$ cat src/rtl/tcc_pkg.sv
`timescale 1ns/1ps
package tcc_pkg;
    localparam int W    = 16;
    localparam int NCH  = 3;
    localparam int NFLG = 8;

    localparam int F_OVF  = 0;
    localparam int F_CMP0 = 1;
    localparam int F_CAP  = 4;

    typedef enum logic [1:0] {
        MD_NORMAL = 2'd0,
        MD_CTC    = 2'd1,
        MD_PHASE  = 2'd2,
        MD_DOWN   = 2'd3
    } tcc_mode_e;

    localparam logic [3:0] A_CTRL0 = 4'd0;
    localparam logic [3:0] A_CTRL1 = 4'd1;
    localparam logic [3:0] A_FLAGS = 4'd2;
    localparam logic [3:0] A_MASK  = 4'd3;
    localparam logic [3:0] A_CNTL  = 4'd4;
    localparam logic [3:0] A_OCAL  = 4'd6;

    localparam logic [2:0] SEL_EXT_FALL = 3'd4;
    localparam logic [2:0] SEL_EXT_RISE = 3'd5;
endpackage

$ cat src/rtl/tcc_clksel.sv
`timescale 1ns/1ps
module tcc_clksel import tcc_pkg::*; #(
    parameter int NTAP = 3
) (
    input  logic            clk,
    input  logic            rst_n,
    input  logic [2:0]      sel,
    input  logic [NTAP-1:0] presc,
    input  logic            ext_pin,
    output logic            tick
);
    typedef struct packed {
        logic s1;
        logic s2;
        logic prev;
    } cs_t;

    cs_t cs_q, cs_d;

    always_comb begin
        cs_d.s1   = ext_pin;
        cs_d.s2   = cs_q.s1;
        cs_d.prev = cs_q.s2;
        tick      = 1'b0;
        if (sel == SEL_EXT_FALL)
            tick = cs_q.prev & ~cs_q.s2;
        else if (sel == SEL_EXT_RISE)
            tick = cs_q.s2 & ~cs_q.prev;
        else
            for (int t = 0; t < NTAP; t++)
                if (int'(sel) == t + 1) tick = presc[t];
    end

    always_ff @(posedge clk or negedge rst_n)
        if (!rst_n) cs_q <= '0;
        else        cs_q <= cs_d;
endmodule

$ cat src/rtl/tcc_capt.sv
`timescale 1ns/1ps
module tcc_capt #(
    parameter int NF = 4
) (
    input  logic clk,
    input  logic rst_n,
    input  logic src_cmp,
    input  logic pin,
    input  logic cmp,
    input  logic flt_en,
    input  logic rise,
    output logic evt
);
    localparam int RW = $clog2(NF + 1);

    typedef struct packed {
        logic          s1;
        logic          s2;
        logic          filt;
        logic          prev;
        logic [RW-1:0] run;
    } cp_t;

    cp_t cp_q, cp_d;
    logic lvl;

    always_comb begin
        cp_d    = cp_q;
        cp_d.s1 = src_cmp ? cmp : pin;
        cp_d.s2 = cp_q.s1;
        if (cp_q.s2 != cp_q.filt) begin
            if (cp_q.run == RW'(NF - 1)) begin
                cp_d.filt = cp_q.s2;
                cp_d.run  = '0;
            end else begin
                cp_d.run = cp_q.run + 1'b1;
            end
        end else begin
            cp_d.run = '0;
        end
        lvl       = flt_en ? cp_q.filt : cp_q.s2;
        cp_d.prev = lvl;
        evt       = rise ? (lvl & ~cp_q.prev) : (~lvl & cp_q.prev);
    end

    always_ff @(posedge clk or negedge rst_n)
        if (!rst_n) cp_q <= '0;
        else        cp_q <= cp_d;

    // the filtered level moves only after NF-1 prior differing samples
    assert_filt_R11: assert property (@(posedge clk) disable iff (!rst_n)
        (cp_q.filt != $past(cp_q.filt)) |-> ($past(cp_q.run) == RW'(NF - 1)));
endmodule

$ cat src/rtl/tcc_timer.sv
`timescale 1ns/1ps
module tcc_timer import tcc_pkg::*; #(
    parameter int NTAP = 3,
    parameter int NF   = 4
) (
    input  logic            clk,
    input  logic            rst_n,
    input  logic [3:0]      bus_addr,
    input  logic            bus_wr,
    input  logic            bus_rd,
    input  logic [7:0]      bus_wdata,
    output logic [7:0]      bus_rdata,
    input  logic [NTAP-1:0] presc_tap,
    input  logic            ext_clk_pin,
    input  logic            cap_pin,
    input  logic            cmp_in,
    output logic [NCH-1:0]  oc_out,
    output logic            irq
);
    typedef struct packed {
        logic [7:0]              ctrl0;
        logic [7:0]              ctrl1;
        logic [NFLG-1:0]         flags;
        logic [NFLG-1:0]         mask;
        logic [W-1:0]            cnt;
        logic [W-1:0]            cap;
        logic [NCH-1:0][W-1:0]   buff;
        logic [NCH-1:0][W-1:0]   act;
        logic [7:0]              tmp;
        logic                    dir;
        logic [NCH-1:0]          wave;
    } st_t;

    st_t q, d;
    logic tick, cap_evt, cnt_wr, immed;
    tcc_mode_e mode;
    logic [W-1:0] top_v, rword;
    logic [NFLG-1:0] set_f, clr_f;

    function automatic logic [W-1:0] word_of(st_t s, logic [2:0] wi);
        logic [W-1:0] r;
        r = '0;
        if (wi == 3'd2) r = s.cnt;
        if (wi == 3'd6) r = s.cap;
        for (int i = 0; i < NCH; i++)
            if (int'(wi) == 3 + i) r = s.buff[i];
        return r;
    endfunction

    tcc_clksel #(.NTAP(NTAP)) u_clksel (
        .clk(clk), .rst_n(rst_n), .sel(q.ctrl0[4:2]),
        .presc(presc_tap), .ext_pin(ext_clk_pin), .tick(tick)
    );

    tcc_capt #(.NF(NF)) u_capt (
        .clk(clk), .rst_n(rst_n), .src_cmp(q.ctrl0[7]), .pin(cap_pin),
        .cmp(cmp_in), .flt_en(q.ctrl0[5]), .rise(q.ctrl0[6]), .evt(cap_evt)
    );

    always_comb begin
        rword = word_of(q, bus_addr[3:1]);
        case (bus_addr)
            A_CTRL0: bus_rdata = q.ctrl0;
            A_CTRL1: bus_rdata = q.ctrl1;
            A_FLAGS: bus_rdata = q.flags;
            A_MASK:  bus_rdata = q.mask;
            default: bus_rdata = bus_addr[0] ? q.tmp : rword[7:0];
        endcase
    end

    always_comb begin
        d      = q;
        mode   = tcc_mode_e'(q.ctrl0[1:0]);
        immed  = (mode == MD_NORMAL) || (mode == MD_DOWN);
        top_v  = immed ? '1 : q.act[0];
        cnt_wr = bus_wr && (bus_addr == A_CNTL);
        set_f  = '0;

        if (tick && !cnt_wr) begin
            unique case (mode)
                MD_NORMAL: begin
                    d.cnt = q.cnt + 1'b1;
                    set_f[F_OVF] = (q.cnt == '1);
                end
                MD_DOWN: begin
                    d.cnt = q.cnt - 1'b1;
                    set_f[F_OVF] = (q.cnt == '0);
                end
                MD_CTC: begin
                    if (q.cnt == top_v) begin
                        d.cnt = '0;
                        d.act = q.buff;
                    end else begin
                        d.cnt = q.cnt + 1'b1;
                    end
                    set_f[F_OVF] = (q.cnt == '1);
                end
                MD_PHASE: begin
                    if (q.dir) begin
                        if (q.cnt == '0) begin
                            d.dir = 1'b0;
                            d.cnt = q.cnt + 1'b1;
                            set_f[F_OVF] = 1'b1;
                        end else begin
                            d.cnt = q.cnt - 1'b1;
                        end
                    end else if (q.cnt >= top_v) begin
                        d.dir = 1'b1;
                        d.cnt = q.cnt - 1'b1;
                        d.act = q.buff;
                    end else begin
                        d.cnt = q.cnt + 1'b1;
                    end
                end
            endcase
            for (int i = 0; i < NCH; i++) begin
                if (q.cnt == q.act[i]) begin
                    set_f[F_CMP0 + i] = 1'b1;
                    case (q.ctrl1[2*i +: 2])
                        2'b01:   d.wave[i] = ~q.wave[i];
                        2'b10:   d.wave[i] = (mode == MD_PHASE) && q.dir;
                        2'b11:   d.wave[i] = !((mode == MD_PHASE) && q.dir);
                        default: d.wave[i] = 1'b0;
                    endcase
                end
            end
        end
        for (int i = 0; i < NCH; i++)
            if (q.ctrl1[2*i +: 2] == 2'b00) d.wave[i] = 1'b0;

        if (cap_evt) begin
            d.cap        = q.cnt;
            set_f[F_CAP] = 1'b1;
        end

        clr_f   = (bus_wr && bus_addr == A_FLAGS) ? bus_wdata : '0;
        d.flags = (q.flags & ~clr_f) | set_f;

        if (bus_wr) begin
            case (bus_addr)
                A_CTRL0: d.ctrl0 = bus_wdata;
                A_CTRL1: d.ctrl1 = bus_wdata;
                A_MASK:  d.mask  = bus_wdata;
                default: ;
            endcase
            if (bus_addr > A_CNTL && bus_addr[0]) d.tmp = bus_wdata;
            if (cnt_wr) d.cnt = {q.tmp, bus_wdata};
            for (int i = 0; i < NCH; i++) begin
                if (bus_addr == 4'(A_OCAL + 2*i)) begin
                    d.buff[i] = {q.tmp, bus_wdata};
                    if (immed) d.act[i] = {q.tmp, bus_wdata};
                end
            end
        end
        if (bus_rd && !bus_addr[0] && bus_addr >= A_CNTL) d.tmp = rword[W-1:8];
    end

    always_ff @(posedge clk or negedge rst_n)
        if (!rst_n) q <= '0;
        else        q <= d;

    assign oc_out = q.wave;
    assign irq    = |(q.flags & q.mask);

    // without a tick or a counter write the count holds
    assert_hold_R3: assert property (@(posedge clk) disable iff (!rst_n)
        (!tick && !cnt_wr) |=> (q.cnt == $past(q.cnt)));
    // up-count wrap raises overflow
    assert_wrap_up_R4: assert property (@(posedge clk) disable iff (!rst_n)
        (tick && !cnt_wr && mode == MD_NORMAL && q.cnt == '1) |=> (q.cnt == '0 && q.flags[F_OVF]));
    // down-count wrap raises overflow
    assert_wrap_dn_R5: assert property (@(posedge clk) disable iff (!rst_n)
        (tick && !cnt_wr && mode == MD_DOWN && q.cnt == '0) |=> (q.cnt == '1 && q.flags[F_OVF]));
    // clear-on-compare returns to zero
    assert_ctc_clear_R6: assert property (@(posedge clk) disable iff (!rst_n)
        (tick && !cnt_wr && mode == MD_CTC && q.cnt == q.act[0]) |=> (q.cnt == '0));
    // a capture event stores the count and the flag
    assert_capture_R10: assert property (@(posedge clk) disable iff (!rst_n)
        cap_evt |=> (q.cap == $past(q.cnt) && q.flags[F_CAP]));
endmodule

$ cat config.mk
export PLATFORM = sky130hd
export DESIGN_NAME = tcc_timer
export DESIGN_NICKNAME = d
export VERILOG_FILES = /design/src/rtl/tcc_pkg.sv /design/src/rtl/tcc_clksel.sv /design/src/rtl/tcc_capt.sv /design/src/rtl/tcc_timer.sv
export SDC_FILE = /design/constraint.sdc
export NUM_CORES = 1
export LEC_CHECK = 0
export CAP_MARGIN = 40
export CELL_PAD_IN_SITES_DETAIL_PLACEMENT = 0
export CELL_PAD_IN_SITES_GLOBAL_PLACEMENT = 1
export CORE_MARGIN = 2
export CORE_UTILIZATION = 55
export CTS_BUF_LIST = sky130_fd_sc_hd__clkbuf_8
export CTS_CLUSTER_DIAMETER = 200
export DETAILED_ROUTE_END_ITERATION = 10
export GPL_TIMING_DRIVEN = 0
export PLACE_DENSITY = 0.95
export SLEW_MARGIN = 10
export SYNTH_ARGS = -nofsm -noshare
export SYNTH_HDL_FRONTEND = slang
export SYNTH_SLANG_ARGS = --single-unit
export TNS_END_PERCENT = 50
$ cat constraint.sdc
create_clock -name clk -period 8.7 [get_ports clk]
set_input_delay 0.87 -clock clk [delete_from_list [all_inputs] [get_ports clk]]
set_output_delay 0.87 -clock clk [all_outputs]
set_load 0.03 [all_outputs]
-- After elaboration in Yosys (flattened, before gate mapping)
Index checks and enable logic that the tools add are counted.
Widths: inputs -> output; s select.
- output and inout bits: 12
- register bits after elaboration: 182
- input port bits: 22
- logic and storage cells: 183
- mux-type cells: 62
- eq/ne operators: 36
- reduce and logical (&&, ||, !) cells: 39
- bitwise gates (word level): 15
- $lt $le $gt $ge: 3
- add/sub/neg operators: 3
- operator list (kind ; count):
    $mux 16 ; 19
    $mux 48 ; 4
    $pmux 48 s2 ; 1
    $eq 16x16->1 ; 4
    $pmux 16 s4 ; 1
    $mux 56 ; 1
    $mux 8 ; 4
    $pmux 8 s4 ; 1
    $eq 3x3->1 const B ; 8
    $reduce_and 2->1 ; 12
    $mux 1 ; 23
    $add 16x1->16 const B ; 1
    $and 8x8->8 ; 2
    $eq 16x16->1 const B ; 1
    $eq 2x2->1 const B ; 8
    $ge 16x16->1 ; 1
    $logic_not 16->1 ; 1
    $reduce_bool 2->1 ; 8
    $sub 16x1->16 const B ; 1
    $pmux 1 s3 ; 4
    $eq 3x2->1 const B ; 3
    $mux 3 ; 3
    $eq 2x1->1 const B ; 4
    $eq 4x2->1 const B ; 2
    other kinds (19) ; 41

-- Logic depth before layout (Yosys ltp)
- depth in word-level cells: 12
- mapped depth: 16
- depth with buffers taken out: 12

-- By module
From an unflattened synthesis, not the netlist that was laid out.
- cell total of the unflattened synthesis: 1063
- area, all modules: 10724.0 um2
- modules (own cells, without submodules) (module ; area an instance (um2) ; sequential area each (um2) ; times used ; cells an instance):
    tcc_timer ; 10307.4 ; 4304.1 ; 1 ; 1033
    tcc_capt ; 285.3 ; 175.2 ; 1 ; 19
    tcc_clksel ; 131.4 ; 75.1 ; 1 ; 11

-- Worst setup path after synthesis
Ideal clock, no wire load.
- path kind: input to output
- start point: input port bus_addr[3]
- end point: output port bus_rdata[4]
- data required time: 7.830 ns
- stages on the path: 6
- data arrival time: 2.809 ns
- buffers on the path: 2
- path slack: 5.021 ns
- cells stage by stage: clkbuf_1 clkbuf_1 mux2i_1 o221ai_1 a21oi_1 a211oi_1
- longest elaborated chain between the ends: 8
- elaborated cells on any way between the ends: 16
- classes of those cells: eq/ne: 8; mux: 7; reduce/logical: 1
- RTL lines (item ; RTL line ; source):
    start, declared ; tcc_timer.sv:8 ; input logic [3:0] bus_addr,
    $eq 3x2->1 ; tcc_timer.sv:43 ; if (wi == 3'd2) r = s.cnt;
    $mux 16 ; tcc_timer.sv:43 ;
    $mux 16 ; tcc_timer.sv:44 ; if (wi == 3'd6) r = s.cap;
    $mux 16 (3 in series) ; tcc_timer.sv:46 ; if (int'(wi) == 3 + i) r = s.buff[i];
    $mux 8 ; tcc_timer.sv:67 ; default: bus_rdata = bus_addr[0] ? q.tmp : rword[7:0];
    $pmux 8 s4 * ; tcc_timer.sv:62 ; case (bus_addr)
    end, declared ; tcc_timer.sv:12 ; output logic [7:0] bus_rdata,
Every way passes the cells marked *; elsewhere a longest branch is shown, timed or not.

-- Worst setup path after layout
- start point: input port bus_addr[3]
- end point: output port bus_rdata[7]
The elaborated chain is that of the path after synthesis.

==> metrics.yaml <==
power_and_ir_drop:
  ir_drop_uv: 169.2
  power.leakage_nw: 5.260
  p_per_area_mw_per_mm2: 286.9
  power_mw: 3.422
clock_network:
  root_buffer: "clkbuf_8"
  clk_latency_ps: 490
  clk_pin_slew_worst_paths_ps: 110
  clk_path_buf_depth: 2
  cts_made_buffers: 17
  clock-sinks: 182
  post_cts_buffers: 0
  tritoncts: "built"
  ctsHoldBuffers: 0
  ctsResizeCount: 0
  h-tree-depth: 4
worst_setup_path:
  r2r-start: "mode[1]"
  cp-endpoint: "bus_rdata[7]"
  required_ps: 7830
  critical_path_class: "in2out"
  critPathCaptureType: "output pin"
  r2r_setup_slack_ps: 3900
  critical_path_arrival_ps: 4180
  critPathMaxFanout: 10
  rr_worst_depth: 15
  cp-startpoint: "bus_addr[3]"
  r2r-end: "q[132]"
  crit_path_start_kind: "input pin"
global_route:
  grt_pass1_wl_um: 52140
  grt_util_all_layers_pct: 33.98
  overflow: 0
  antenna_found_initial: 0
  grt_max_degree: 98
  first_global_vias: 9046
place:
  place_hpwl_um: 25260
  placedCellCount: 1413
  gp_congestion: 0.9835
  dpl-instance-area_sq_mm: 0.01151
  io_buffer_count: 31
timing:
  hold_viol_final: 0
  worstMarginPinSlew_ps: 865.5
  clock_skew_ps: 17.65
  period_needed_ps: 5053
  maxSlewViolCount: 0
  fin_crit_sh_pct: 58.08
  setup_viol: 0
  rsz0062_at_grt: "no"
  relSlewSlack_pct: 42.30
  setup_tns_ps: 0
  max_freq_mhz: 197.9
cells_and_area:
  fill_cells: 1717
  area_delta_synth_final_pct: 10.13
  stdcell_count: 1445
  drive_above_1_share_pct: 14.32
  design_area_sq_mm: 0.01193
  nNetsFinal: 1213
  n_antenna_cell: 0
yosys:
  synth_mux_area_share_pct: 15.06
  syn_inst: 1115
  ys_ff_latch: 182
  syn_area_per_cell_sq_um: 9.711
  yosysSeqAreaShare_pct: 42.06
  synth-compound-area-share_pct: 14.65
  postSynth.asyncResetShare_pct: 100.0
  synth_xor_area_share_pct: 4.772
  synth_ff_type: "dfrtp_1"
  synth_nets: 1161
  ys.warnings.count: 0
  synth_top_family_by_area: "simple AND/OR/NAND/NOR gates"
  yosys.area_share.simple_pct: 16.15
  synth.top_cell.area_share_pct: 42.06
  synthAdderAreaFrac_pct: 2.773
  yosys-top-cells-area: "dfrtp_1 (42%), mux2_2 (9.3%), nand2_1 (4.4%), xor2_1 (4.4%), mux2i_1 (4.3%)"
  synth_area_leader_cell: "dfrtp_1"
  synth_edf_count: 0
  synth_area_sq_mm: 0.01083
  synth_cell_types: 74
floorplan:
  dieWidth_um: 144.3
  row_count: 51
  initial_utilization_pct: 55.82
  die_y_um: 144.3
  die_area_sq_mm: 0.02083
  core-area_sq_mm: 0.01940
  ios: 34
route:
  ant_nets: 0
  drtIter0Drc: 1001
  routed-via-count: 9310
  wirelength_um: 34090
  wire_per_inst_um: 23.59
  drt_pass1_iterations: 5
  routed_via_density: 6.443
  drc: 0
worst_hold_path:
  hold_class: "in2async"
run:
  max_cap_violations: 0
outcome:
  status: "finished, final reports clean"
[critical path: stages]
cell,delay (ps)
clkdlybuf4s50_1,520
clkbuf_1,520
clkbuf_1,720
mux2i_1,160
o221ai_1,280
a21oi_1,110
a211oi_1,260
clkdlybuf4s50_1,740
[power breakdown]
part           switching [mW]  leakage, nW  total [mW]  internal [mW]
clock network           0.372        0.210       0.601          0.229
registers               0.224         2.33        1.32           1.09
logic                   0.923         2.72        1.50          0.582
total                    1.52         5.26        3.42           1.90
[cells by family (layout without fill, tap and decap cells)]
| group | after synthesis | after routing |
|---|---|---|
| xor gates and xnor gates | 59 | 59 |
| adders and majority gates | 24 | 24 |
| muxes | 143 | 143 |
| AOI/OAI and AO/OA | 233 | 233 |
| DFF | 182 | 182 |
| and+or+nand+nor | 358 | 358 |
| buffers and inverters | 116 | 181 |
[metrics by stage]
step / utilization, % / hold slack (ps) / setup WS (ps)
2_1_floorplan: - / 331.2 / 5021
3_3_place_gp: 59.13 / 333.4 / -753.7
3_5_place_dp: 59.32 / 339.5 / 3699
4_1_cts: 61.47 / 365.3 / 3687
5_1_grt: 61.47 / 379.3 / 3531
6_report: 61.47 / 358.5 / 3647
[worst min-delay path by stage]
stage / from / to / slack [ps]
4_1_cts: u_clksel.cs_d[1] / u_clksel.cs_d[0] / 370
2_1_floorplan: u_capt.cp_d[5] / u_capt.cp_q[5] / 330
3_3_place_gp: u_clksel.cs_d[1] / u_clksel.cs_d[0] / 330
6_report: rst_n / q[169] / 360
5_1_grt: rst_n / q[169] / 380
3_5_place_dp: u_clksel.cs_d[1] / u_clksel.cs_d[0] / 340
[final cells by class]
cell class                 instances  area [sq um]  share of cell area [%]
timing repair buffer              33         347.8                   2.917
tap                              265         331.6                   2.780
clock buffer                      18         247.7                   2.077
clock inverter                    14         170.2                   1.427
multi-input combinational        817          5783                   48.49
inverter                          15         56.30                  0.4721
buffer                           101         434.2                   3.641
sequential                       182          4554                   38.19
[cell usage after synthesis (24+ instances only)]
cell type,n
mux2i_1,47
nand3_1,46
nor2_1,60
a21oi_1,37
nand2_1,127
a22oi_1,52
mux2_2,89
nor3_1,26
xor2_1,54
ha_1,24
o21ai_0,62
nor2b_1,25
dfrtp_1,182
clkbuf_1,64
[cell usage in the layout, fill, tap and decap left out, types with 5 or more instances in the layout]
master | netlist | final
dfrtp_1 | 182 | 182
nand2_1 | 127 | 127
mux2_2 | 89 | 89
clkbuf_1 | 64 | 64
o21ai_0 | 62 | 62
nor2_1 | 60 | 60
xor2_1 | 54 | 54
a22oi_1 | 52 | 52
mux2i_1 | 47 | 47
nand3_1 | 46 | 46
a21oi_1 | 37 | 37
clkdlybuf4s50_1 | 0 | 30
nor3_1 | 26 | 26
nor2b_1 | 25 | 25
ha_1 | 24 | 24
clkbuf_8 | 0 | 18
inv_1 | 15 | 15
nor4_1 | 15 | 15
buf_1 | 14 | 14
nand4_1 | 14 | 14
buf_2 | 12 | 13
a211oi_1 | 13 | 13
a221oi_1 | 8 | 8
mux4_2 | 7 | 7
o211ai_1 | 6 | 6
o221ai_1 | 6 | 6
and3_1 | 6 | 6
or3_1 | 6 | 6
clkbuf_2 | 5 | 5
xnor2_1 | 5 | 5
nand2b_1 | 5 | 5
[per-layer routing]
layer / share of wire [%] / wire (um) / up-vias / global-route usage (%)
met5: 0 / 0 / - / 0
met4: 4.5 / 1525 / 0 / 15.43
met3: 9.8 / 3324 / 93 / 7.252
met2: 45 / 15450 / 509 / 51.91
met1: 40 / 13800 / 4568 / 46.69
li1: - / - / 4140 / -
[sequential cells by signal, indices dropped and copies added (netlist names)]
name	count
mode	2
oc_out	3
u_capt.cp_q	6
u_clksel.cs_q	1
u_capt.cp_d	1
u_clksel.cs_d	2
q	167
Power figures use the tool's default switching activity.
